### config.mk
export PLATFORM = sky130hd
export DESIGN_NAME = irq_hub
export DESIGN_NICKNAME = d
export VERILOG_FILES = /design/src/rtl/irq_hub_pkg.sv /design/src/rtl/irq_hub_decode.sv /design/src/rtl/irq_hub_select.sv /design/src/rtl/irq_hub.sv
export SDC_FILE = /design/constraint.sdc
export NUM_CORES = 1
export LEC_CHECK = 0
export BUFFER_PORTS_ARGS = -buffer_cell sky130_fd_sc_hd__buf_4
export CELL_PAD_IN_SITES_DETAIL_PLACEMENT = 1
export CELL_PAD_IN_SITES_GLOBAL_PLACEMENT = 2
export CORE_UTILIZATION = 38
export DETAILED_ROUTE_END_ITERATION = 16
export PLACE_DENSITY_LB_ADDON = 0.1
export SYNTH_ARGS = -nofsm -noshare
export SYNTH_HDL_FRONTEND = slang
export SYNTH_SLANG_ARGS = --single-unit
### constraint.sdc
create_clock -name clk -period 61.1 [get_ports clk]
set_clock_uncertainty 0.15 [all_clocks]
set_input_delay 3.055 -clock clk [delete_from_list [all_inputs] [get_ports clk]]
set_output_delay 3.055 -clock clk [all_outputs]
set_load 0.01 [all_outputs]
### src/rtl/irq_hub_pkg.sv
package irq_hub_pkg;

    typedef enum logic [2:0] {
        RG_NONE,
        RG_PRIO,
        RG_PEND,
        RG_EN,
        RG_THR,
        RG_CLAIM
    } region_e;

    typedef enum logic {
        ST_IDLE,
        ST_RESP
    } state_e;

endpackage

### src/rtl/irq_hub_decode.sv
module irq_hub_decode
    import irq_hub_pkg::*;
#(
    parameter int ADDR_W     = 16,
    parameter int NUM_SRC    = 40,
    parameter int NUM_CTX    = 2,
    parameter int PRIO_BASE  = 'h0000,
    parameter int PEND_BASE  = 'h1000,
    parameter int EN_BASE    = 'h2000,
    parameter int EN_STRIDE  = 'h80,
    parameter int CTX_BASE   = 'h4000,
    parameter int CTX_STRIDE = 'h1000
) (
    input  logic [ADDR_W-1:0] addr,
    output region_e           rg,
    output logic [$clog2(NUM_SRC+1)-1:0] src,
    output logic [((NUM_CTX > 1) ? $clog2(NUM_CTX) : 1)-1:0] ctx,
    output logic [((((NUM_SRC+32)/32) > 1) ? $clog2((NUM_SRC+32)/32) : 1)-1:0] word
);
    localparam int BM_WORDS = (NUM_SRC + 32) / 32;
    localparam int SRC_IW   = $clog2(NUM_SRC + 1);
    localparam int CTX_IW   = (NUM_CTX > 1) ? $clog2(NUM_CTX) : 1;
    localparam int WRD_IW   = (BM_WORDS > 1) ? $clog2(BM_WORDS) : 1;
    localparam int EN_SH    = $clog2(EN_STRIDE);
    localparam int CTX_SH   = $clog2(CTX_STRIDE);
    localparam logic [ADDR_W-1:0] PRIO_LEN = ADDR_W'(NUM_SRC * 4);
    localparam logic [ADDR_W-1:0] PEND_LEN = ADDR_W'(BM_WORDS * 4);
    localparam logic [ADDR_W-1:0] EN_LEN   = ADDR_W'(NUM_CTX * EN_STRIDE);
    localparam logic [ADDR_W-1:0] CTX_LEN  = ADDR_W'(NUM_CTX * CTX_STRIDE);

    logic [ADDR_W-1:0] off_p, off_q, off_e, off_c, en_wd, ctx_off;

    // Offsets wrap below a base, so a single upper-bound compare checks both ends.
    always_comb begin
        off_p   = addr - ADDR_W'(PRIO_BASE);
        off_q   = addr - ADDR_W'(PEND_BASE);
        off_e   = addr - ADDR_W'(EN_BASE);
        off_c   = addr - ADDR_W'(CTX_BASE);
        en_wd   = (off_e & ADDR_W'(EN_STRIDE - 1)) >> 2;
        ctx_off = off_c & ADDR_W'(CTX_STRIDE - 1);
        rg   = RG_NONE;
        src  = '0;
        ctx  = '0;
        word = '0;
        if (addr[1:0] != 2'b00) begin
            rg = RG_NONE;
        end else if (off_p < PRIO_LEN) begin
            rg  = RG_PRIO;
            src = SRC_IW'(off_p >> 2) + SRC_IW'(1);
        end else if (off_q < PEND_LEN) begin
            rg   = RG_PEND;
            word = WRD_IW'(off_q >> 2);
        end else if (off_e < EN_LEN) begin
            ctx  = CTX_IW'(off_e >> EN_SH);
            word = WRD_IW'(en_wd);
            if (en_wd < ADDR_W'(BM_WORDS)) rg = RG_EN;
        end else if (off_c < CTX_LEN) begin
            ctx = CTX_IW'(off_c >> CTX_SH);
            if (ctx_off == ADDR_W'(0))      rg = RG_THR;
            else if (ctx_off == ADDR_W'(4)) rg = RG_CLAIM;
        end
    end

endmodule

### src/rtl/irq_hub_select.sv
module irq_hub_select #(
    parameter int NUM_SRC = 40,
    parameter int PRIO_W  = 3,
    parameter int BM_BITS = 64,
    parameter int SRC_IW  = 6
) (
    input  logic [BM_BITS-1:0]             elig,
    input  logic [(NUM_SRC+1)*PRIO_W-1:0]  prio_flat,
    input  logic [PRIO_W-1:0]              thr,
    output logic [SRC_IW-1:0]              id,
    output logic                           hit
);
    logic [PRIO_W-1:0] best_p;

    // Ascending scan with a strict compare keeps the lowest ID on a tie;
    // seeding with the threshold enforces "strictly above".
    always_comb begin
        best_p = thr;
        id     = '0;
        for (int s = 1; s <= NUM_SRC; s++) begin
            if (elig[s] && (prio_flat[s*PRIO_W +: PRIO_W] > best_p)) begin
                best_p = prio_flat[s*PRIO_W +: PRIO_W];
                id     = SRC_IW'(s);
            end
        end
        hit = (id != '0);
    end

endmodule

### src/rtl/irq_hub.sv
module irq_hub
    import irq_hub_pkg::*;
#(
    parameter int NUM_SRC    = 40,
    parameter int NUM_CTX    = 2,
    parameter int PRIO_W     = 3,
    parameter int ADDR_W     = 16,
    parameter int PRIO_BASE  = 'h0000,
    parameter int PEND_BASE  = 'h1000,
    parameter int EN_BASE    = 'h2000,
    parameter int EN_STRIDE  = 'h80,
    parameter int CTX_BASE   = 'h4000,
    parameter int CTX_STRIDE = 'h1000
) (
    input  logic               clk,
    input  logic               rst_n,
    input  logic [NUM_SRC-1:0] src_in,
    input  logic               req,
    input  logic               we,
    input  logic [ADDR_W-1:0]  addr,
    input  logic [31:0]        wdata,
    output logic               rsp_valid,
    output logic [31:0]        rdata,
    output logic               err,
    output logic [NUM_CTX-1:0] irq_o
);
    localparam int BM_WORDS = (NUM_SRC + 32) / 32;
    localparam int BM_BITS  = BM_WORDS * 32;
    localparam int SRC_IW   = $clog2(NUM_SRC + 1);
    localparam int CTX_IW   = (NUM_CTX > 1) ? $clog2(NUM_CTX) : 1;
    localparam int WRD_IW   = (BM_WORDS > 1) ? $clog2(BM_WORDS) : 1;
    localparam logic [BM_BITS-1:0] SRC_MASK =
        ((BM_BITS'(1) << (NUM_SRC + 1)) - BM_BITS'(1)) & ~BM_BITS'(1);

    state_e state_q, state_d;
    region_e               dec_rg;
    logic [SRC_IW-1:0]     dec_src;
    logic [CTX_IW-1:0]     dec_ctx;
    logic [WRD_IW-1:0]     dec_word;

    logic [(NUM_SRC+1)*PRIO_W-1:0] prio_q;
    logic [BM_BITS-1:0]    pend_q, pend_d, busy_q, busy_d, src_vec;
    logic [BM_BITS-1:0]    en_q  [NUM_CTX];
    logic [PRIO_W-1:0]     thr_q [NUM_CTX];
    logic [SRC_IW-1:0]     best_id [NUM_CTX];
    logic [SRC_IW-1:0]     claim_id, done_id;
    logic                  accept, do_claim, do_done;
    logic [31:0]           rd_d, rdata_q;
    logic                  err_q;

    irq_hub_decode #(
        .ADDR_W(ADDR_W), .NUM_SRC(NUM_SRC), .NUM_CTX(NUM_CTX),
        .PRIO_BASE(PRIO_BASE), .PEND_BASE(PEND_BASE), .EN_BASE(EN_BASE),
        .EN_STRIDE(EN_STRIDE), .CTX_BASE(CTX_BASE), .CTX_STRIDE(CTX_STRIDE)
    ) u_dec (
        .addr(addr), .rg(dec_rg), .src(dec_src), .ctx(dec_ctx), .word(dec_word)
    );

    for (genvar c = 0; c < NUM_CTX; c++) begin : g_ctx
        irq_hub_select #(
            .NUM_SRC(NUM_SRC), .PRIO_W(PRIO_W), .BM_BITS(BM_BITS), .SRC_IW(SRC_IW)
        ) u_sel (
            .elig(pend_q & en_q[c]), .prio_flat(prio_q), .thr(thr_q[c]),
            .id(best_id[c]), .hit(irq_o[c])
        );
    end

    // Next-state logic: ACCEPT and RETIRE transitions
    always_comb begin
        state_d = state_q;
        unique case (state_q)
            ST_IDLE: if (req) state_d = ST_RESP;
            ST_RESP: state_d = ST_IDLE;
        endcase
    end

    // Access side effects, level capture and read mux
    always_comb begin
        accept   = (state_q == ST_IDLE) && req;
        claim_id = best_id[dec_ctx];
        done_id  = wdata[SRC_IW-1:0];
        do_claim = accept && !we && (dec_rg == RG_CLAIM) && (claim_id != '0);
        do_done  = accept && we && (dec_rg == RG_CLAIM) &&
                   (wdata >= 32'd1) && (wdata <= 32'(NUM_SRC));
        src_vec  = BM_BITS'({src_in, 1'b0});
        pend_d   = (pend_q | (src_vec & ~busy_q)) & SRC_MASK;
        busy_d   = busy_q;
        if (do_done) busy_d[done_id] = 1'b0;
        if (do_claim) begin
            pend_d[claim_id] = 1'b0;
            busy_d[claim_id] = 1'b1;
        end
        rd_d = '0;
        case (dec_rg)
            RG_PRIO:  rd_d = 32'(prio_q[dec_src*PRIO_W +: PRIO_W]);
            RG_PEND:  rd_d = pend_q[dec_word*32 +: 32];
            RG_EN:    rd_d = en_q[dec_ctx][dec_word*32 +: 32];
            RG_THR:   rd_d = 32'(thr_q[dec_ctx]);
            RG_CLAIM: rd_d = 32'(claim_id);
            default:  rd_d = '0;
        endcase
    end

    // State register and storage
    always_ff @(posedge clk) begin
        if (!rst_n) begin
            state_q <= ST_IDLE;
            prio_q  <= '0;
            pend_q  <= '0;
            busy_q  <= '0;
            rdata_q <= '0;
            err_q   <= 1'b0;
            for (int c = 0; c < NUM_CTX; c++) begin
                en_q[c]  <= '0;
                thr_q[c] <= '0;
            end
        end else begin
            state_q <= state_d;
            pend_q  <= pend_d;
            busy_q  <= busy_d;
            if (accept) begin
                err_q   <= (dec_rg == RG_NONE);
                rdata_q <= we ? 32'd0 : rd_d;
                if (we) begin
                    case (dec_rg)
                        RG_PRIO: prio_q[dec_src*PRIO_W +: PRIO_W] <= wdata[PRIO_W-1:0];
                        RG_EN:   en_q[dec_ctx][dec_word*32 +: 32] <=
                                     wdata & SRC_MASK[dec_word*32 +: 32];
                        RG_THR:  thr_q[dec_ctx] <= wdata[PRIO_W-1:0];
                        default: ;
                    endcase
                end
            end
        end
    end

    // Outputs
    always_comb begin
        rsp_valid = (state_q == ST_RESP);
        rdata     = rsp_valid ? rdata_q : 32'd0;
        err       = rsp_valid && err_q;
    end

endmodule

# Word-level counts from Yosys, hierarchy flattened
# Memory sizes are Yosys's and may differ from the RTL's.
# Index checks and enable logic that the tools add are counted.
word_totals:
  ff_bits: 285
  ram_bits: 134
  inputBits: 92
  out_inout_bits: 36
  word_cells: 447
  memories: 2
classes:
  n_addsub: 6
  multipliers: 1
  magnitude_cmp: 92
  n_eq_ne: 6
  shifts: 8
  n_mux: 210
  bitwise: 13
  n_reduce_logical: 102
mem_list:
  columns: ["memory", "words", "word_bits", "rd", "rd_clocked_by_memory_dff", "write_ports", "line", "text"]
  rows:
  - ["en_q", 2, 64, 3, 0, 2, "irq_hub.sv:43", "logic [BM_BITS-1:0] en_q [NUM_CTX];"]
  - ["thr_q", 2, 3, 3, 0, 2, "irq_hub.sv:44", "logic [PRIO_W-1:0] thr_q [NUM_CTX];"]
ops:
  columns: ["cell", "n"]
  rows:
  - ["64-bit two-way mux", 5]
  - ["3-bit two-way mux", 94]
  - ["3-bit greater-than comparator", 80]
  - ["5-bit two-way mux", 32]
  - ["32-bit case mux with 5 select lines", 1]
  - ["6-bit two-way mux", 23]
  - ["64-bit inverter", 2]
  - ["64-bit by 7-bit indexed part select with 32-bit output", 2]
  - ["41-bit AND", 3]
  - ["123-bit bitwise mux", 1]
  - ["3-bit by 34-bit variable shift with 123-bit output (first input constant)", 1]
  - ["123-bit by 9-bit indexed part select with 3-bit output", 1]
  - ["3-bit by 34-bit indexed part select with 123-bit output", 1]
  - ["1-bit logical AND", 91]
  - ["41-bit by 64-bit AND with 64-bit output", 1]
  - ["64-bit AND", 1]
  - ["32-bit two-way mux", 2]
  - ["4-bit two-way mux", 16]
  - ["64-bit OR", 1]
  - ["64-bit OR reduction", 1]
  - ["32-bit by 34-bit variable shift with 64-bit output (first input constant)", 1]
  - ["32-bit by 34-bit indexed part select with 64-bit output", 1]
  - ["64-bit by 7-bit indexed part select with 32-bit output (first input constant)", 1]
  - ["41-bit two-way mux", 1]
  - ["other kinds (38)", 75]

# Longest topological paths before layout
# Gate-level depths: netlist of the first run.
# An unclocked memory read counts as a cell.
depth:
  depth_word: 131
  depth_mapped: 277

# Modules after synthesis
# Synthesis of the first run repeated with hierarchy kept, for this count alone.
unflattened:
  hier_cells: 3646
  area_unflattened_um2: 30274.0
by_module_without_submodules:
  columns: ["mod", "n_inst", "cells_each", "area_per_inst_um2"]
  rows:
  - ["irq_hub", 1, 1743, 17889.7]
  - ["irq_hub_select at g_ctx[0].u_sel", 1, 973, 6296.0]
  - ["irq_hub_select at g_ctx[1].u_sel", 1, 876, 5710.5]
  - ["irq_hub_decode", 1, 54, 377.9]

# Worst setup path after synthesis of the first run
# No wires, ideal clock.
synth_path:
  path_type: "register -> output"
  startpoint: "memory thr_q[1][2]"
  endpoint: "output irq_o[1]"
  arrival_time_ns: 49.543
  required_ns: 57.895
  slack_ns: 8.352
  stages_incl_launch_ff: 260
  n_path_buf: 3
  path_cell_list: "edfxtp_1 inv_1 ha_1 nand3_1 o2111ai_1 nor2_1 mux2_2 ha_1 nor2_1 a31oi_1 o31ai_1 nand4_1 mux2_2 ha_1 o311ai_0 a31oi_1 or3_1 nand2_1 [... 224 more ...] nor2_1 maj3_1 o21ai_0 a21o_1 mux2_2 ha_1 nor2b_1 o21ai_0 a21oi_1 mux2_2 ha_1 nor2b_1 o21a_1 o2111ai_1 nand4_1 nor4_1 nand2_1 buf_4"
synth_rtl:
  columns: ["item", "line", "text"]
  rows:
  - ["start, declared", "irq_hub.sv:44", null]
  - ["end, declared", "irq_hub.sv:25", "output logic [NUM_CTX-1:0] irq_o"]

==> results of run 1 <==
## through the flow
step	total power [mW]	hold WS, ns	instances	cell area [µm²]	setup slack (ns)
5_1_grt	0.690	0.351	4885	32900	-0.173
3_3_place_gp	0.385	0.291	4772	30700	-1.15
3_5_place_dp	0.388	0.316	4772	30700	-1.76
2_1_floorplan	0.342	0.276	3857	29000	8.35
4_1_cts	0.666	0.324	4858	32300	0.133
6_report	0.669	0.325	4886	32900	3.06
## cell usage after synthesis (all sizes together) (41+ instances only)
| master | instances | area (µm²) |
|---|---|---|
| clkbuf | 194 | 728 |
| nor3 | 68 | 350 |
| nor2 | 403 | 1550 |
| o211ai | 104 | 818 |
| a21oi | 284 | 1470 |
| mux2i | 75 | 751 |
| nand3 | 229 | 1170 |
| edfxtp | 134 | 4020 |
| dfxtp | 237 | 4740 |
| ha | 98 | 1230 |
| nor2b | 61 | 389 |
| and2 | 166 | 1040 |
| and3 | 94 | 588 |
| inv | 122 | 458 |
| nand2 | 531 | 2000 |
| o21ai | 191 | 978 |
| a221oi | 41 | 383 |
| a31oi | 82 | 534 |
## worst min-delay path by stage
stage	from	to	slack (ns)
CTS	err_q	err_q	0.32
finish	rdata_q[2]	rdata_q[2]	0.33
floorplan	rdata_q[2]	rdata_q[2]	0.28
global placement	err_q	err_q	0.29
detailed placement	err_q	err_q	0.32
global route	rdata_q[2]	rdata_q[2]	0.35
## cell usage in the layout, fill, tap and decap left out, drive strengths merged, types with 82 or more instances in the layout
cell / instances
nand2: 531
nor2: 403
a21oi: 284
dfxtp: 237
nand3: 229
buf: 199
o21ai: 191
and2: 166
edfxtp: 134
inv: 126
o211ai: 104
ha: 98
and3: 94
a31oi: 82
## worst max-delay path: cells and delay by family, from the launching register on
family                   cells  cell delay [ns]
AO/OA/AOI/OAI              103            19.26
adder cells (fa/ha/maj)     49            14.20
buffers and inverters        8             0.73
flip-flops                   1             0.43
multiplexers                12             4.02
AND/OR/NAND/NOR             89            15.46
## flip-flops by register name, indices dropped and copies added, names as in the netlist
signal,count
pend_q,40
prio_q,123
busy_q,40
en_q,128
rdata_q,32
err_q,1
rsp_valid,1
thr_q,6
## report_power, final
part / switching [mW] / internal (mW) / total, mW / leakage, nW
clock: 0.119 / 0.159 / 0.278 / 0.742
combinational: 0.0776 / 0.0401 / 0.118 / 8.14
sequential: 0.0111 / 0.263 / 0.274 / 3.26
total: 0.208 / 0.462 / 0.669 / 12.1
## what timing repair did
item | in CTS | in global routing
setup buffers | 2 | 27
setup endpoints to repair | 64 | 88
pin swaps | 2 | 19
resized for setup | 17 | 96
## per-layer routing
| layer | track usage (%) | routed length (µm) | up-vias |
|---|---|---|---|
| met5 | 0 | 11 | - |
| met2 | 57.5 | 64000 | 1235 |
| met3 | 4.15 | 9110 | 282 |
| met4 | 13.5 | 5880 | 2 |
| met1 | 48.0 | 61700 | 15900 |
| li1 | - | - | 14200 |
## cells by family after synthesis
family | after synthesis | synth area share [%]
flip-flops | 371 | 30.4
AO/OA/AOI/OAI | 1088 | 26.2
other | 1 | 0.0130
buffers and inverters | 346 | 4.68
AND/OR/NAND/NOR | 1777 | 30.0
XOR/XNOR | 10 | 0.303
adder cells (fa/ha/maj) | 126 | 5.22
multiplexers | 91 | 3.22
## cell type report
class                           count  area [µm²]  area share (%)
Inverter                          122         460            1.40
Clock buffer                       58        1300            3.95
Timing Repair Buffer              199        1490            4.54
Clock inverter                     26         195           0.594
Tap cell                          969        1210            3.69
Antenna cell                        1        2.50         0.00761
Sequential cell                   371        8770            26.7
Multi-Input combinational cell   3140       19500            59.1
==> metrics.yaml, run 1 <==
powerDensity_nw_per_um2: 20.4
drt_first_pass_iters: 5
finalHoldViolCount: 0
final-setup-viol-count: 0
post-route-period-util_pct: 95.0
num_vias: 31600
core_area_um2: 74800
min_period_ns: 58.04
cts_sinks: 371
cp-startpoint: "thr_q[1][2]"
worst-setup-path-type: "register to output pin"
drive_gt1_share_pct: 13.2
leakage_nw: 12.1
rows: 100
crit_end: "irq_o[1]"
clock-root-buffer: "clkbuf_16"
netlist_area_um2: 28900
utilization_pct: 44.0
irDropWorstVdd_mv: 0.0213
grt_start_max_net_pins: 91
ys_types: 124
drc: 0
max-clock-path-buffers: 3
hpwl_mm: 107
route.detailed.wl_per_inst_um: 28.8
r2r_cells: 263
cp.required_ns: 57.89
holdPathStages: 2
drv_slew: 0
grtUsageTotal_pct: 35.4
max_freq_ghz: 0.0172
slew_headroom_pct: 13.7
cts-htree-levels: 2
clk_latency_ns: 0.62
postSynthCellCount: 3810
reg2reg_to: "pend_q[5]"
cp-end-kind: "output pin"
die_y_um: 278
slowest_stage: "or4b_2"
place.gp.congestion: 0.978
hp-class: "register to register"
synth_edf_count: 134
dieArea_um2: 77100
grt_first_pass_wirelength_mm: 207
yosysSeqAreaShare_pct: 30.4
syn_area_per_cell_um2: 7.58
fin_tns_setup_ns: 0
tightest_slew_ns: 1.28
ctsHoldBuffers: 0
area_growth_syn_to_layout_pct: 13.9
dieWidth_um: 278
antenna_found_initial: 6
synthArstFlopShare_pct: 0
boundaryPins: 128
nFillCells: 9050
crit_path_max_incr_delay_ns: 0.64
drv_cap: 0
gr-total-overflow: 0
drt-total-wl_mm: 141
arrival_ns: 54.84
path_common_cell: "ha_1"
ant_nets: 0
start_util_pct: 38.6
status: "finished clean"
ys_warn_count: 0
drtIter0Drc: 3154
vias_per_cell: 6.46
fin_nets: 4069
cts_tree: "done"
portBuffers: 127
yosys_register_bits: 371
numCtsBuffers: 45
worstReg2RegStart: "thr_q[1][2]"
grt_pass1_vias: 31400
cp-start-kind: "register"
yosys_most_used_dff: "dfxtp_1"
r2r_slack_ns: 5.09
path_max_fanout: 8
path_clk_slew_ns: 0.06
No activity file was read; power rests on OpenSTA's default activity.
==> run 2, diff against run 1 <==
CORE_MARGIN = 4   (was not set)
CORE_UTILIZATION = 34   (was 38)
clock period = 50.6 ns   (was 61.1 ns; I/O delays follow)
==> run 2 against run 1 <==
  * The run now ends with setup timing left
  * Combinational power grew 75%
  * Flip-flop and latch count stayed put
  * Sequential share of layout area is 4.0 points lower
  * Global-route usage fell by 4.3 points
  * Sequential power increased by 20%
  * Core utilization rose by 2.1 points
  * Power up 32%
  * Cell area increased by 18%
  * Critical path type unchanged
==> metrics.yaml, run 2 (synthesis results as in run 1) <==
largest_registers: "en_q: 128 flops, prio_q: 123 flops"  # unchanged
core_area_um2: 84000  # was 74800 µm²
p_total_mw: 0.886  # was 0.669 mW
min_period_ns: 51.99
stdcell_count: 5526  # was 4886
drtIter0Drc: 2552  # was 3154
drv_slew: 0  # unchanged
seq_area_um2: 8770  # unchanged
boundaryPins: 128  # unchanged
drt-total-wl_mm: 148  # was 141 mm
violations: "setup timing"
max-clock-path-buffers: 3  # unchanged
hpwl_mm: 112  # was 107 mm
cts-htree-levels: 2  # unchanged
final-setup-viol-count: 2  # was 0
clock-root-buffer: "clkbuf_16"  # unchanged
finalHoldViolCount: 0  # unchanged
slew_headroom_pct: 21.6  # was 13.7%
max_freq_ghz: 0.0192
route.detailed.wl_per_inst_um: 26.7  # was 28.8 µm
ctsHoldBuffers: 0  # unchanged
num_vias: 32900  # was 31600
nFillCells: 10100  # was 9050
holdWs_ns: 0.311  # was 0.325 ns
fin_tns_setup_ns: -2.66  # was 0 ns
grt_first_pass_wirelength_mm: 212  # was 207 mm
top_register: "en_q"  # unchanged
drive_gt1_share_pct: 28.4  # was 13.2%
timing.final.ws_setup_ns: -1.39  # was 3.06 ns
drt_first_pass_iters: 5  # unchanged
utilization_pct: 46.0  # was 44.0%
post-route-period-util_pct: 103
dp.cells: 5308  # was 4772
fin_nets: 4542  # was 4069
rows: 106  # was 100
start_util_pct: 34.4  # was 38.6%
ant_nets: 0  # unchanged
irDropWorstVdd_mv: 0.0202  # was 0.0213 mV
cp.required_ns: 47.92  # was 57.89 ns
drc: 0  # unchanged
dieArea_um2: 89600  # was 77100 µm²
final_cell_mix: "buf_4 (649), nand2_1 (503), nor2_1 (338)"  # was nand2_1 (527), nor2_1 (378), a21oi_1 (257)
path_max_fanout: 4  # was 8
leakage_nw: 14.9  # was 12.1 nW
dieWidth_um: 299  # was 278 µm
cp-start-kind: "register"  # unchanged
gr-total-overflow: 0  # unchanged
area_growth_syn_to_layout_pct: 33.9  # was 13.9%
arrival_ns: 49.31  # was 54.84 ns
grt_setup_unrepaired: "yes"
portBuffers: 127  # unchanged
grtUsageTotal_pct: 31.1  # was 35.4%
path_clk_slew_ns: 0.06  # about the same
largest_reg_flops: 128  # unchanged
hp-class: "register to register"  # unchanged
place.gp.congestion: 0.974  # was 0.978
slowest_stage: "a2111oi_4"  # was or4b_2
die_y_um: 299  # was 278 µm
tightest_slew_ns: 1.17  # was 1.28 ns
numCtsBuffers: 47  # was 45
cts_sinks: 371  # unchanged
antenna_found_initial: 5  # was 6
multiInputGateArea_um2: 21200  # was 19500 µm²
drv_cap: 0  # unchanged
final_common_cell: "buf_4"  # was nand2_1
status: "finished with violations"  # was finished clean
clk_latency_ns: 0.61  # was 0.62 ns
crit_path_max_incr_delay_ns: 0.43  # was 0.64 ns
grt_pass1_vias: 32000  # was 31400
cp-end-kind: "output pin"  # unchanged
grt_start_max_net_pins: 70  # was 91
vias_per_cell: 5.96  # was 6.46
path_common_cell: "buf_4"  # was ha_1
powerDensity_nw_per_um2: 22.9  # was 20.4 nW/µm²
cts_tree: "done"  # unchanged
worst-setup-path-type: "register to output pin"  # unchanged
[run 2: changes by cell type in the layout (fill, tap and decap cells not counted), sizes merged]
cell / before / now
bufinv: 2 / 1
diode: 1 / 2
clkbuf: 58 / 71
inv: 126 / 123
clkinv: 19 / 11
buf: 199 / 670
clkinvlp: 1 / 3
[run 2: cell type report]
class                      count  share of cell area, %
inverter                     122                   1.20
clock buffer                  71                   3.78
antenna                        2                 0.0129
sequential                   371                   22.7
multi-input combinational   3140                   55.0
clock inverter                16                  0.311
timing repair buffer         670                   13.4
tap                         1134                   3.67
[run 2: final timing paths]
path              startpoint        end  slack, ns  cells past startpoint
hold / removal         err_q      err_q       0.31                      2
setup reg to reg   prio_q[4]  pend_q[1]       0.37                    285
setup / recovery   prio_q[4]   irq_o[0]      -1.39                    280
hold reg to reg        err_q      err_q       0.31                      2
[run 2: where the power goes]
| part | total, mW | switching (mW) | internal (mW) | leakage, nW |
|---|---|---|---|---|
| clock network | 0.350 | 0.146 | 0.205 | 0.773 |
| registers | 0.330 | 0.0122 | 0.317 | 3.26 |
| logic | 0.206 | 0.116 | 0.0909 | 10.9 |
| total | 0.886 | 0.273 | 0.613 | 14.9 |
[run 2: per-stage QoR]
step,worst slack [ns],instance area [µm²]
2_1_floorplan,-0.0513,29200
3_3_place_gp,-4.27,33900
3_5_place_dp,-4.77,33900
4_1_cts,-3.41,36100
5_1_grt,-3.76,38600
6_report,-1.39,38700
[run 2: repair_timing]
item | CTS | global route
pin swaps | 49 | 313
buffers inserted | 43 | 87
setup endpoints to repair | 88 | 88
resized for setup | 74 | 406
gates cloned | 0 | 0
[run 2: critical path: cells and delay by family, from the launching register on]
kind / cells / cell delay, ns
buffers and inverters: 35 / 3.84
DFF: 1 / 0.34
adders and majority gates: 55 / 15.02
and+or+nand+nor: 90 / 11.15
muxes: 9 / 2.67
AOI/OAI and AO/OA: 91 / 15.59
[run 2: per-layer routing]
metal	up-vias	GRT usage [%]	part of all wire, %
met5	-	0	0.0095
met4	2	10.9	4.0
met3	235	2.99	5.1
met2	960	50.9	46
met1	16600	42.8	45
li1	15100	-	-
